==> src/rtl/dma_svc_pkg.sv <==
// Package: shared constants and the page-port decode for the DMA service engine.
// Assumes exactly four channels; the port map is fixed by the system, not a parameter.
package dma_svc_pkg;

    localparam int NCH       = 4;
    localparam int CH_W      = 2;
    localparam int PORT_W    = 3;
    localparam int PAGE_W    = 8;
    localparam int HPAGE_USE = 7;

    typedef struct packed {
        logic            ok;
        logic [CH_W-1:0] ch;
    } port_map_t;

    // Decode a page port offset to a channel; offsets 0,4,5,6 are not mapped.
    function automatic port_map_t map_port(input logic [PORT_W-1:0] p);
        port_map_t m;
        m = '0;
        case (p)
            3'd1:    begin m.ok = 1'b1; m.ch = 2'd2; end
            3'd2:    begin m.ok = 1'b1; m.ch = 2'd3; end
            3'd3:    begin m.ok = 1'b1; m.ch = 2'd1; end
            3'd7:    begin m.ok = 1'b1; m.ch = 2'd0; end
            default: m = '0;
        endcase
        return m;
    endfunction

endpackage

==> src/rtl/dma_page_regs.sv <==
// Module: per-channel page and high page registers behind a scrambled port map.
// Assumes single-cycle writes; reads are combinational and return 0 on unmapped ports.
module dma_page_regs
    import dma_svc_pkg::*;
(
    input  logic                  clk,
    input  logic                  rst_n,
    input  logic                  wr_en_i,
    input  logic                  wr_hi_i,
    input  logic [PORT_W-1:0]     wr_port_i,
    input  logic [PAGE_W-1:0]     wr_data_i,
    input  logic                  rd_hi_i,
    input  logic [PORT_W-1:0]     rd_port_i,
    output logic [PAGE_W-1:0]     rd_data_o,
    output logic [NCH*PAGE_W-1:0] page_o,
    output logic [NCH*PAGE_W-1:0] hpage_o
);

    logic [PAGE_W-1:0] page_q  [NCH];
    logic [PAGE_W-1:0] hpage_q [NCH];
    port_map_t         wmap;
    port_map_t         rmap;

    assign wmap = map_port(wr_port_i);
    assign rmap = map_port(rd_port_i);

    // Store a write into the decoded channel's page or high page register.
    always_ff @(posedge clk) begin
        if (!rst_n) begin
            for (int i = 0; i < NCH; i++) begin
                page_q[i]  <= '0;
                hpage_q[i] <= '0;
            end
        end else if (wr_en_i && wmap.ok) begin
            if (wr_hi_i) hpage_q[wmap.ch] <= wr_data_i;
            else         page_q[wmap.ch]  <= wr_data_i;
        end
    end

    // Return the addressed register, or zero for an unmapped offset.
    always_comb begin
        rd_data_o = '0;
        if (rmap.ok) rd_data_o = rd_hi_i ? hpage_q[rmap.ch] : page_q[rmap.ch];
    end

    for (genvar g = 0; g < NCH; g++) begin : g_flat
        assign page_o[g*PAGE_W +: PAGE_W]  = page_q[g];
        assign hpage_o[g*PAGE_W +: PAGE_W] = hpage_q[g];
    end

endmodule

==> src/rtl/dma_chan_state.sv <==
// Module: state of one DMA channel: request flag, current address, transferred count.
// Assumes serve_i is only asserted when want_o is high and load_i is low.
module dma_chan_state #(
    parameter  int OFF_W = 16,
    parameter  int SHIFT = 0,
    localparam int CNT_W = OFF_W + SHIFT + 1
) (
    input  logic             clk,
    input  logic             rst_n,
    input  logic             load_i,
    input  logic             hold_i,
    input  logic             release_i,
    input  logic             serve_i,
    input  logic             auto_i,
    input  logic [OFF_W-1:0] base_addr_i,
    input  logic [OFF_W-1:0] base_cnt_i,
    output logic             want_o,
    output logic [OFF_W-1:0] cur_o,
    output logic [CNT_W-1:0] cnt_o,
    output logic             tc_hit_o
);

    localparam logic [CNT_W-1:0] UNIT = CNT_W'(1) << SHIFT;

    logic             req_q;
    logic             done_q;
    logic [OFF_W-1:0] cur_q;
    logic [CNT_W-1:0] cnt_q;
    logic [CNT_W-1:0] len;
    logic [CNT_W-1:0] cnt_adv;

    assign len      = (CNT_W'(base_cnt_i) + CNT_W'(1)) << SHIFT;
    assign cnt_adv  = cnt_q + UNIT;
    assign tc_hit_o = serve_i && (cnt_adv == len);
    assign want_o   = req_q && !done_q;
    assign cur_o    = cur_q;
    assign cnt_o    = cnt_q;

    // Track the peripheral request; hold has priority over release.
    always_ff @(posedge clk) begin
        if (!rst_n)         req_q <= 1'b0;
        else if (hold_i)    req_q <= 1'b1;
        else if (release_i) req_q <= 1'b0;
    end

    // Reload, advance or restart the count and finished state.
    always_ff @(posedge clk) begin
        if (!rst_n) begin
            cur_q  <= '0;
            cnt_q  <= '0;
            done_q <= 1'b0;
        end else if (load_i) begin
            cur_q  <= OFF_W'(CNT_W'(base_addr_i) << SHIFT);
            cnt_q  <= '0;
            done_q <= 1'b0;
        end else if (serve_i) begin
            if (tc_hit_o && auto_i) begin
                cnt_q <= '0;
            end else begin
                cnt_q <= cnt_adv;
                if (tc_hit_o) done_q <= 1'b1;
            end
        end else if (hold_i && done_q) begin
            cnt_q  <= '0;
            done_q <= 1'b0;
        end
    end

    AST_HOLD_SETS_REQ: assert property (@(posedge clk) disable iff (!rst_n)
        hold_i |=> req_q);
    AST_RELEASE_CLEARS: assert property (@(posedge clk) disable iff (!rst_n)
        (release_i && !hold_i) |=> !req_q);
    AST_DONE_NOT_SERVED: assert property (@(posedge clk) disable iff (!rst_n)
        done_q |-> !serve_i);

endmodule

==> src/rtl/dma_fixed_arb.sv <==
// Module: fixed-priority picker, lowest index wins.
// Assumes a purely combinational use; the caller registers the result.
module dma_fixed_arb #(
    parameter  int N  = 4,
    localparam int IW = (N > 1) ? $clog2(N) : 1
) (
    input  logic [N-1:0]  req_i,
    output logic [N-1:0]  grant_o,
    output logic [IW-1:0] idx_o,
    output logic          valid_o
);

    // Scan from the top down so the lowest requesting index is kept last.
    always_comb begin
        grant_o = '0;
        idx_o   = '0;
        valid_o = 1'b0;
        for (int i = N - 1; i >= 0; i--) begin
            if (req_i[i]) begin
                grant_o    = '0;
                grant_o[i] = 1'b1;
                idx_o      = IW'(i);
                valid_o    = 1'b1;
            end
        end
    end

endmodule

==> src/rtl/dma_service_engine.sv <==
// Module: DMA channel service engine. Picks one eligible channel per cycle,
// emits its physical address with a strobe, and pulses terminal count.
// Assumes base, count, mode and mask come from an external register file.
module dma_service_engine
    import dma_svc_pkg::*;
#(
    parameter  int OFF_W  = 16,
    parameter  int SHIFT  = 0,
    localparam int CNT_W  = OFF_W + SHIFT + 1,
    localparam int ADDR_W = HPAGE_USE + PAGE_W + OFF_W
) (
    input  logic                 clk,
    input  logic                 rst_n,
    input  logic                 pg_wr_i,
    input  logic                 pg_wr_hi_i,
    input  logic [PORT_W-1:0]    pg_wr_port_i,
    input  logic [PAGE_W-1:0]    pg_wr_data_i,
    input  logic                 pg_rd_hi_i,
    input  logic [PORT_W-1:0]    pg_rd_port_i,
    output logic [PAGE_W-1:0]    pg_rd_data_o,
    input  logic [NCH*OFF_W-1:0] base_addr_i,
    input  logic [NCH*OFF_W-1:0] base_cnt_i,
    input  logic [NCH-1:0]       dec_i,
    input  logic [NCH-1:0]       auto_i,
    input  logic [NCH-1:0]       mask_i,
    input  logic [NCH-1:0]       load_i,
    input  logic [NCH-1:0]       hold_i,
    input  logic [NCH-1:0]       release_i,
    output logic                 xfer_o,
    output logic [CH_W-1:0]      xfer_chan_o,
    output logic [ADDR_W-1:0]    xfer_addr_o,
    output logic [NCH-1:0]       tc_o
);

    logic [NCH*PAGE_W-1:0] page_flat;
    logic [NCH*PAGE_W-1:0] hpage_flat;
    logic [NCH-1:0]        want;
    logic [NCH-1:0]        elig;
    logic [NCH-1:0]        grant;
    logic [NCH-1:0]        tc_hit;
    logic [CH_W-1:0]       gidx;
    logic                  gvalid;
    logic [OFF_W-1:0]      cur_a [NCH];
    logic [CNT_W-1:0]      cnt_a [NCH];
    logic [OFF_W-1:0]      off_sel;
    logic [ADDR_W-1:0]     addr_nxt;

    dma_page_regs u_pages (
        .clk       (clk),
        .rst_n     (rst_n),
        .wr_en_i   (pg_wr_i),
        .wr_hi_i   (pg_wr_hi_i),
        .wr_port_i (pg_wr_port_i),
        .wr_data_i (pg_wr_data_i),
        .rd_hi_i   (pg_rd_hi_i),
        .rd_port_i (pg_rd_port_i),
        .rd_data_o (pg_rd_data_o),
        .page_o    (page_flat),
        .hpage_o   (hpage_flat)
    );

    for (genvar g = 0; g < NCH; g++) begin : g_chan
        dma_chan_state #(.OFF_W(OFF_W), .SHIFT(SHIFT)) u_state (
            .clk         (clk),
            .rst_n       (rst_n),
            .load_i      (load_i[g]),
            .hold_i      (hold_i[g]),
            .release_i   (release_i[g]),
            .serve_i     (grant[g]),
            .auto_i      (auto_i[g]),
            .base_addr_i (base_addr_i[g*OFF_W +: OFF_W]),
            .base_cnt_i  (base_cnt_i[g*OFF_W +: OFF_W]),
            .want_o      (want[g]),
            .cur_o       (cur_a[g]),
            .cnt_o       (cnt_a[g]),
            .tc_hit_o    (tc_hit[g])
        );
    end

    assign elig = want & ~mask_i & ~load_i;

    dma_fixed_arb #(.N(NCH)) u_arb (
        .req_i   (elig),
        .grant_o (grant),
        .idx_o   (gidx),
        .valid_o (gvalid)
    );

    // Form the served channel's offset and full physical address.
    always_comb begin
        off_sel  = dec_i[gidx] ? cur_a[gidx] - cnt_a[gidx][OFF_W-1:0]
                               : cur_a[gidx] + cnt_a[gidx][OFF_W-1:0];
        addr_nxt = {hpage_flat[gidx*PAGE_W +: HPAGE_USE],
                    page_flat[gidx*PAGE_W +: PAGE_W], off_sel};
    end

    // Register the transfer strobe, address and terminal-count pulse.
    always_ff @(posedge clk) begin
        if (!rst_n) begin
            xfer_o      <= 1'b0;
            xfer_chan_o <= '0;
            xfer_addr_o <= '0;
            tc_o        <= '0;
        end else begin
            xfer_o <= gvalid;
            tc_o   <= tc_hit;
            if (gvalid) begin
                xfer_chan_o <= gidx;
                xfer_addr_o <= addr_nxt;
            end
        end
    end

    AST_ONE_SERVE: assert property (@(posedge clk) disable iff (!rst_n)
        $onehot0(grant));
    AST_TC_WITH_STROBE: assert property (@(posedge clk) disable iff (!rst_n)
        (tc_o != '0) |-> (xfer_o && $onehot0(tc_o)));

    for (genvar g = 0; g < NCH; g++) begin : g_chk
        AST_GRANT_ELIGIBLE: assert property (@(posedge clk) disable iff (!rst_n)
            grant[g] |-> (want[g] && !mask_i[g] && !load_i[g]));
        AST_TC_ONE_CYCLE: assert property (@(posedge clk) disable iff (!rst_n)
            (tc_o[g] && !$past(auto_i[g])) |=> !tc_o[g]);
    end

endmodule

==> config.mk <==
export PLATFORM = sky130hd
export DESIGN_NAME = dma_service_engine
export DESIGN_NICKNAME = d
export VERILOG_FILES = /design/src/rtl/dma_svc_pkg.sv /design/src/rtl/dma_page_regs.sv /design/src/rtl/dma_chan_state.sv /design/src/rtl/dma_fixed_arb.sv /design/src/rtl/dma_service_engine.sv
export SDC_FILE = /design/constraint.sdc
export NUM_CORES = 1
export LEC_CHECK = 0
export CAP_MARGIN = 10
export CORE_UTILIZATION = 30
export DETAILED_ROUTE_END_ITERATION = 16
export PLACE_DENSITY = 0.55
export SKIP_CTS_REPAIR_TIMING = 1
export SKIP_LAST_GASP = 1
export SLEW_MARGIN = 20
export SYNTH_ARGS = -nofsm -noshare
export SYNTH_HDL_FRONTEND = slang
export SYNTH_SLANG_ARGS = --single-unit
==> constraint.sdc <==
create_clock -name clk -period 13.25 [get_ports clk]
set_input_delay 1.9875 -clock clk [delete_from_list [all_inputs] [get_ports clk]]
set_output_delay 1.9875 -clock clk [all_outputs]
set_load 0.01 [all_outputs]
# After elaboration in Yosys (flattened, before gate mapping)
# Memory sizes are Yosys's and may differ from the RTL's.
# Index checks and enable logic that the tools add are counted.
dict set report op_classes {
  reduce_logical 39
  n_shift 2
  n_lt_le_gt_ge 2
  eq_ne 20
  add_sub_neg 10
  mux 76
  bitwise_logic 6
}
# op count
set ops {}
lappend ops {{17-bit two-way mux} 12}
lappend ops {{16-bit two-way mux} 5}
lappend ops {{16-bit by 1-bit adder with 17-bit output (second input constant)} 4}
lappend ops {{17-bit by 1-bit adder with 17-bit output (second input constant)} 4}
lappend ops {{17-bit equality test} 4}
lappend ops {{1-bit two-way mux} 40}
lappend ops {{17-bit binary-select mux with 2-bit select} 1}
lappend ops {{16-bit binary-select mux with 2-bit select} 1}
lappend ops {{8-bit two-way mux} 4}
lappend ops {{32-bit by 6-bit indexed part select with 7-bit output} 1}
lappend ops {{32-bit by 6-bit indexed part select with 8-bit output} 1}
lappend ops {{3-bit one-hot mux with 4 select lines} 2}
lappend ops {{1-bit logical AND} 17}
lappend ops {{16-bit adder} 1}
lappend ops {{4-bit two-way mux} 4}
lappend ops {{2-bit nonzero test} 8}
lappend ops {{8-bit OR reduction} 2}
lappend ops {{16-bit subtractor} 1}
lappend ops {{3-bit by 2-bit equality test with 1-bit output (second input constant)} 4}
lappend ops {{2-bit two-way mux} 6}
lappend ops {{3-bit AND reduction} 4}
lappend ops {{4-bit AND} 2}
lappend ops {{2-bit by 1-bit inequality test with 1-bit output (second input constant)} 4}
lappend ops {{2-bit inequality test (second input constant)} 4}
lappend ops {{10 further kinds} 19}
dict set report totals {
  output_inout_bits 46
  mem_count 2
  mem_bits_rw 64
  register_bits 178
  inputBits 171
}
# name depth word_bits read_ports rd_ports_with_merged_regs write_ports line
set memory_table {}
lappend memory_table {u_pages.hpage_q 4 8 5 0 4 dma_page_regs.sv:20} ;# logic [PAGE_W-1:0] hpage_q [NCH];
lappend memory_table {u_pages.page_q 4 8 5 0 4 dma_page_regs.sv:19} ;# logic [PAGE_W-1:0] page_q [NCH];

# Depth between registers and ports, before layout
dict set report logic_depth {
  ltp_word 14
  mapped_depth 22
  mapped_depth_nobuf 18
}

# Hierarchy
# A second synthesis with hierarchy kept.
dict set report unflattened {
  hier_cells 1834
  hier_area_um2 17137.7
}
# mod seq_area_each_um2 area_each_um2 cells_each n_inst
set by_module_without_submodules {}
lappend by_module_without_submodules {dma_chan_state 700.7 2577.5 304 4}
lappend by_module_without_submodules {dma_service_engine 760.7 3475.8 337 1}
lappend by_module_without_submodules {dma_page_regs 1921.8 3290.7 270 1}
lappend by_module_without_submodules {dma_fixed_arb 0.0 61.3 11 1}

# Worst setup path before layout
# OpenSTA, ideal clock, no wires.
dict set report synth_path {
  path_kind {input -> register}
  start {in load_i[1]}
  end {reg xfer_addr_o[9]}
  n_path_buf 3
  cell_stages 19
  setup_slack_ns 7.253
  arrival_ns 5.926
  setup_ns 0.070
  cell_sequence {buf_6 > or4b_1 > buf_2 > o21ai_1 > clkbuf_1 > a221oi_1 > or2_2 > ha_1 > a21oi_1 > ha_1 > nor2b_1 > o21ai_0 > a21boi_0 > or3_1 > a31o_2 > a21oi_1 > xnor2_1 > nand2_1 > a21oi_1}
}
dict set report synth_between {
  elab_chain_cells 10
}
# item line
set synth_lines {}
lappend synth_lines {{from (decl)} dma_service_engine.sv:26} ;# input logic [NCH-1:0] load_i,
lappend synth_lines {{4-bit inverter *} dma_service_engine.sv:80} ;# assign elig = want & ~mask_i & ~load_i;
lappend synth_lines {{4-bit AND *} dma_service_engine.sv:80}
lappend synth_lines {{2-bit two-way mux (2 in series)} dma_fixed_arb.sv:19} ;# if (req_i[i]) begin
lappend synth_lines {{2-bit inverter with 3-bit output (implied by the code)} {dma_service_engine.sv:91, dma_service_engine.sv:92}}
lappend synth_lines {{16-bit binary-select mux with 2-bit select or 17-bit binary-select mux with 2-bit select (tied branches)} {dma_service_engine.sv:91, dma_service_engine.sv:92}}
lappend synth_lines {{16-bit two-way mux (implied by the code) (2 in series)} {dma_service_engine.sv:91, dma_service_engine.sv:92}}
lappend synth_lines {{16-bit adder or 16-bit subtractor (tied branches)} {dma_service_engine.sv:92, dma_service_engine.sv:91}}
lappend synth_lines {{16-bit two-way mux} dma_service_engine.sv:91} ;# off_sel = dec_i[gidx] ? cur_a[gidx] - cnt_a[gidx][OFF_W-1:0]
lappend synth_lines {{to (signal assigned)} dma_service_engine.sv:109} ;# xfer_addr_o <= addr_nxt;
lappend synth_lines {{to (decl)} dma_service_engine.sv:31} ;# output logic [ADDR_W-1:0] xfer_addr_o,
# Mark *: on every way between the ends. The rest lies on a longest branch, timed or not. The select of a mux whose other input is x is not followed.
# A chain may end at the register's enable or synchronous reset.

# Worst setup path after layout
dict set report layout_path {
  start {in load_i[2]}
  end {reg xfer_addr_o[13]}
}
dict set report layout_between {
  elab_chain_cells 11
}
# item line
set layout_lines {}
lappend layout_lines {{4-bit inverter *} dma_service_engine.sv:80}
lappend layout_lines {{4-bit AND *} dma_service_engine.sv:80}
lappend layout_lines {{2-bit two-way mux (3 in series)} dma_fixed_arb.sv:19}
lappend layout_lines {{2-bit inverter with 3-bit output (implied by the code)} {dma_service_engine.sv:91, dma_service_engine.sv:92}}
lappend layout_lines {{16-bit binary-select mux with 2-bit select or 17-bit binary-select mux with 2-bit select (tied branches)} {dma_service_engine.sv:91, dma_service_engine.sv:92}}
lappend layout_lines {{16-bit two-way mux (implied by the code) (2 in series)} {dma_service_engine.sv:91, dma_service_engine.sv:92}}
lappend layout_lines {{16-bit adder or 16-bit subtractor (tied branches)} {dma_service_engine.sv:92, dma_service_engine.sv:91}}
lappend layout_lines {{16-bit two-way mux} dma_service_engine.sv:91}
# Marked as above.

==> metrics <==
power per cell area 102.3 nW/um^2; Synth cell types 84; most common cell after layout, fill and taps aside nand2_1; crit-path max FO 68; Avg Cell Area, Syn 8.364 um^2; crit path kind input pin to register; clk buf depth 3; I/O Pins 217; Die Span X 232.9 um; placed inst area 18760 um^2; share of layout cells above drive strength 1 0.06077; Main synth FF type dfxtp_1; Async SR Flop Fraction 0; ANT cells 0; max frequency 135.0 MHz; Setup TNS 0 ns; commonest cells after routing, fill and taps aside 270 x nand2_1, 216 x clkdlybuf4s50_1, 197 x nor2_1, 178 x dfxtp_1, 135 x nand3_1; GRT overflow 0; Initial Util 0.3037; Worst Skew 0.01043 ns; crit end category register; register area 5485 um^2; Sink Count 242; Crit path required time 13.74 ns; min Tclk post-route 7.408 ns; CTS tree yes; Tcrit/Tclk final 0.5591; IO Port Bufs 216; status completed; Root Driver clkbuf_16; routed len/inst 19.20 um; Post-Syn Nets 2108; first drt pass iteration count 5; Mapped Area 15990 um^2; post-DR vias/cell 5.278; total leakage power 6.944 nW; Worst slew margin 0.3043; cts bufs inserted 28; #FFs+latches synth 242; Area growth syn-to-layout 22.70%; Post-synth EDFFs 64; number of nets in the layout 2266; Syn Inst Count 1912; Initial DRC Count 1184; Max-Cap Viols 0; Final Wtd Congestion 0.8836; Final Core Density 0.3727; RSZ-0062 raised after global routing false; Final Hold Fails 0; largest net degree at the start of global routing 69; HP Class register to register; CTS clk-pin slew, worst paths 0.06 ns; multi-input logic area 9813 um^2; first-pass GRT wire length 80990 um; fin area 19620 um^2; die height 232.9 um; Worst VDD drop 0.08742 mV; initial antenna violation count 2; H-Tree Depth 1; DP HPWL 40190 um; FILL cells 5405; Clock Latency Late Sink 0.56 ns; Rows 84; die area 54240 um^2; core outline area 52660 um^2; Detail Route Antenna Nets 0; CP arrival 7.90 ns; via count 14662; Overall Global Routing Usage 0.1923; final setup fails 0; WL final 53320 um; vias in the first global route 14021; Post-route DRC 0; synth warn 0; Worst Setup Start Kind input pin; Worst-Margin Slew 1.042 ns; Max Transition Viols Final 0; sequential-to-total area share from yosys stat 0.3430
## power by group
part | internal [W] | switching, W | total [W]
sequential | 0.000797 | 0.0000265 | 0.000824
combinational | 0.000207 | 0.000240 | 0.000447
clock | 0.000419 | 0.000319 | 0.000738
total | 0.00142 | 0.000585 | 0.00201
## worst max-delay path: stages
cell             delay [ns]
clkdlybuf4s50_1        0.40
buf_4                  0.25
nor4b_4                0.89
o21ai_1                0.47
nand2_2                0.16
buf_4                  0.59
mux2i_1                0.22
mux2i_1                0.65
nor2_1                 0.12
xor2_1                 0.18
ha_1                   0.31
o21ai_0                0.11
a21boi_0               0.20
o311ai_0               0.55
a21oi_1                0.18
nor3_1                 0.24
xnor2_1                0.14
nand2_1                0.07
a21oi_1                0.15
## flip-flops by register name, indices dropped and copies added, names as in the netlist
signal	flops
g_chan.u_state.cnt_o	68
g_chan.u_state.cur_o	64
u_pages.hpage_q	32
u_pages.page_q	32
xfer_addr_o	31
g_chan.u_state.done_q	4
g_chan.u_state.req_q	4
tc_o	4
xfer_chan_o	2
xfer_o	1
## area by class of cell
cell class	instances	area share
clock buffers	40	0.04074
clock inverters	10	0.003379
inverters	62	0.01192
multi-input cells	1493	0.5001
flip-flops and latches	242	0.2795
well taps	688	0.04387
repair buffers	243	0.1205
## routing by layer
layer / global-route usage / vias up / part of all wire
met5: 0 / - / 0.00021
met4: 0.04882 / 2 / 0.024
met3: 0.02684 / 78 / 0.055
met2: 0.3338 / 465 / 0.48
met1: 0.2483 / 6909 / 0.44
li1: - / 7208 / -
## kinds of logic after synthesis
| logic type | count (synthesis) | synth area share |
|---|---|---|
| xor gates and xnor gates | 180 | 0.1098 |
| adders and majority gates | 25 | 0.02003 |
| DFF | 242 | 0.3430 |
| muxes | 117 | 0.08582 |
| AOI/OAI and AO/OA | 308 | 0.1306 |
| and+or+nand+nor | 863 | 0.2648 |
| buffers and inverters | 177 | 0.04592 |
## worst paths after layout
| kind | startpoint | endpoint | slack, ns | cells past startpoint |
|---|---|---|---|---|
| worst max-delay path | load_i[2] | xfer_addr_o[13] | 5.84 | 19 |
| worst min-delay path | xfer_addr_o[4] | xfer_addr_o[4] | 0.45 | 2 |
| worst max register to register | g_chan[2].u_state.done_q | xfer_addr_o[13] | 7.58 | 17 |
| worst min register to register | xfer_addr_o[4] | xfer_addr_o[4] | 0.45 | 2 |
## per-stage QoR
step           cells  total power (W)  setup slack, ns  hold slack [ns]
2_1_floorplan   1912         0.001098            7.253           0.4479
3_3_place_gp    2728         0.001281            5.369           0.4429
3_5_place_dp    2728         0.001285            5.279           0.4446
4_1_cts         2778         0.002027            5.853           0.4570
5_1_grt         2778         0.002100            5.272           0.4706
6_report        2778         0.002008            5.842           0.4548
## Yosys cell counts (20+ instances only)
master | n | area (um^2)
xnor2_1 | 129 | 1130
inv_1 | 61 | 229.0
o21ai_0 | 30 | 150.1
nor3_1 | 44 | 220.2
mux2i_1 | 100 | 1001
xor2_1 | 38 | 332.8
a21oi_1 | 91 | 455.4
nand4_1 | 34 | 212.7
nand3_1 | 135 | 675.7
ha_1 | 24 | 300.3
nor2_1 | 200 | 750.7
dfxtp_1 | 178 | 3563
a31oi_1 | 32 | 200.2
nor4_1 | 20 | 125.1
clkbuf_1 | 75 | 281.5
a2111oi_0 | 25 | 219.0
nand2_1 | 271 | 1017
edfxtp_1 | 64 | 1922
buf_2 | 23 | 115.1
and3_1 | 30 | 187.7
Power figures use the tool's default switching activity.
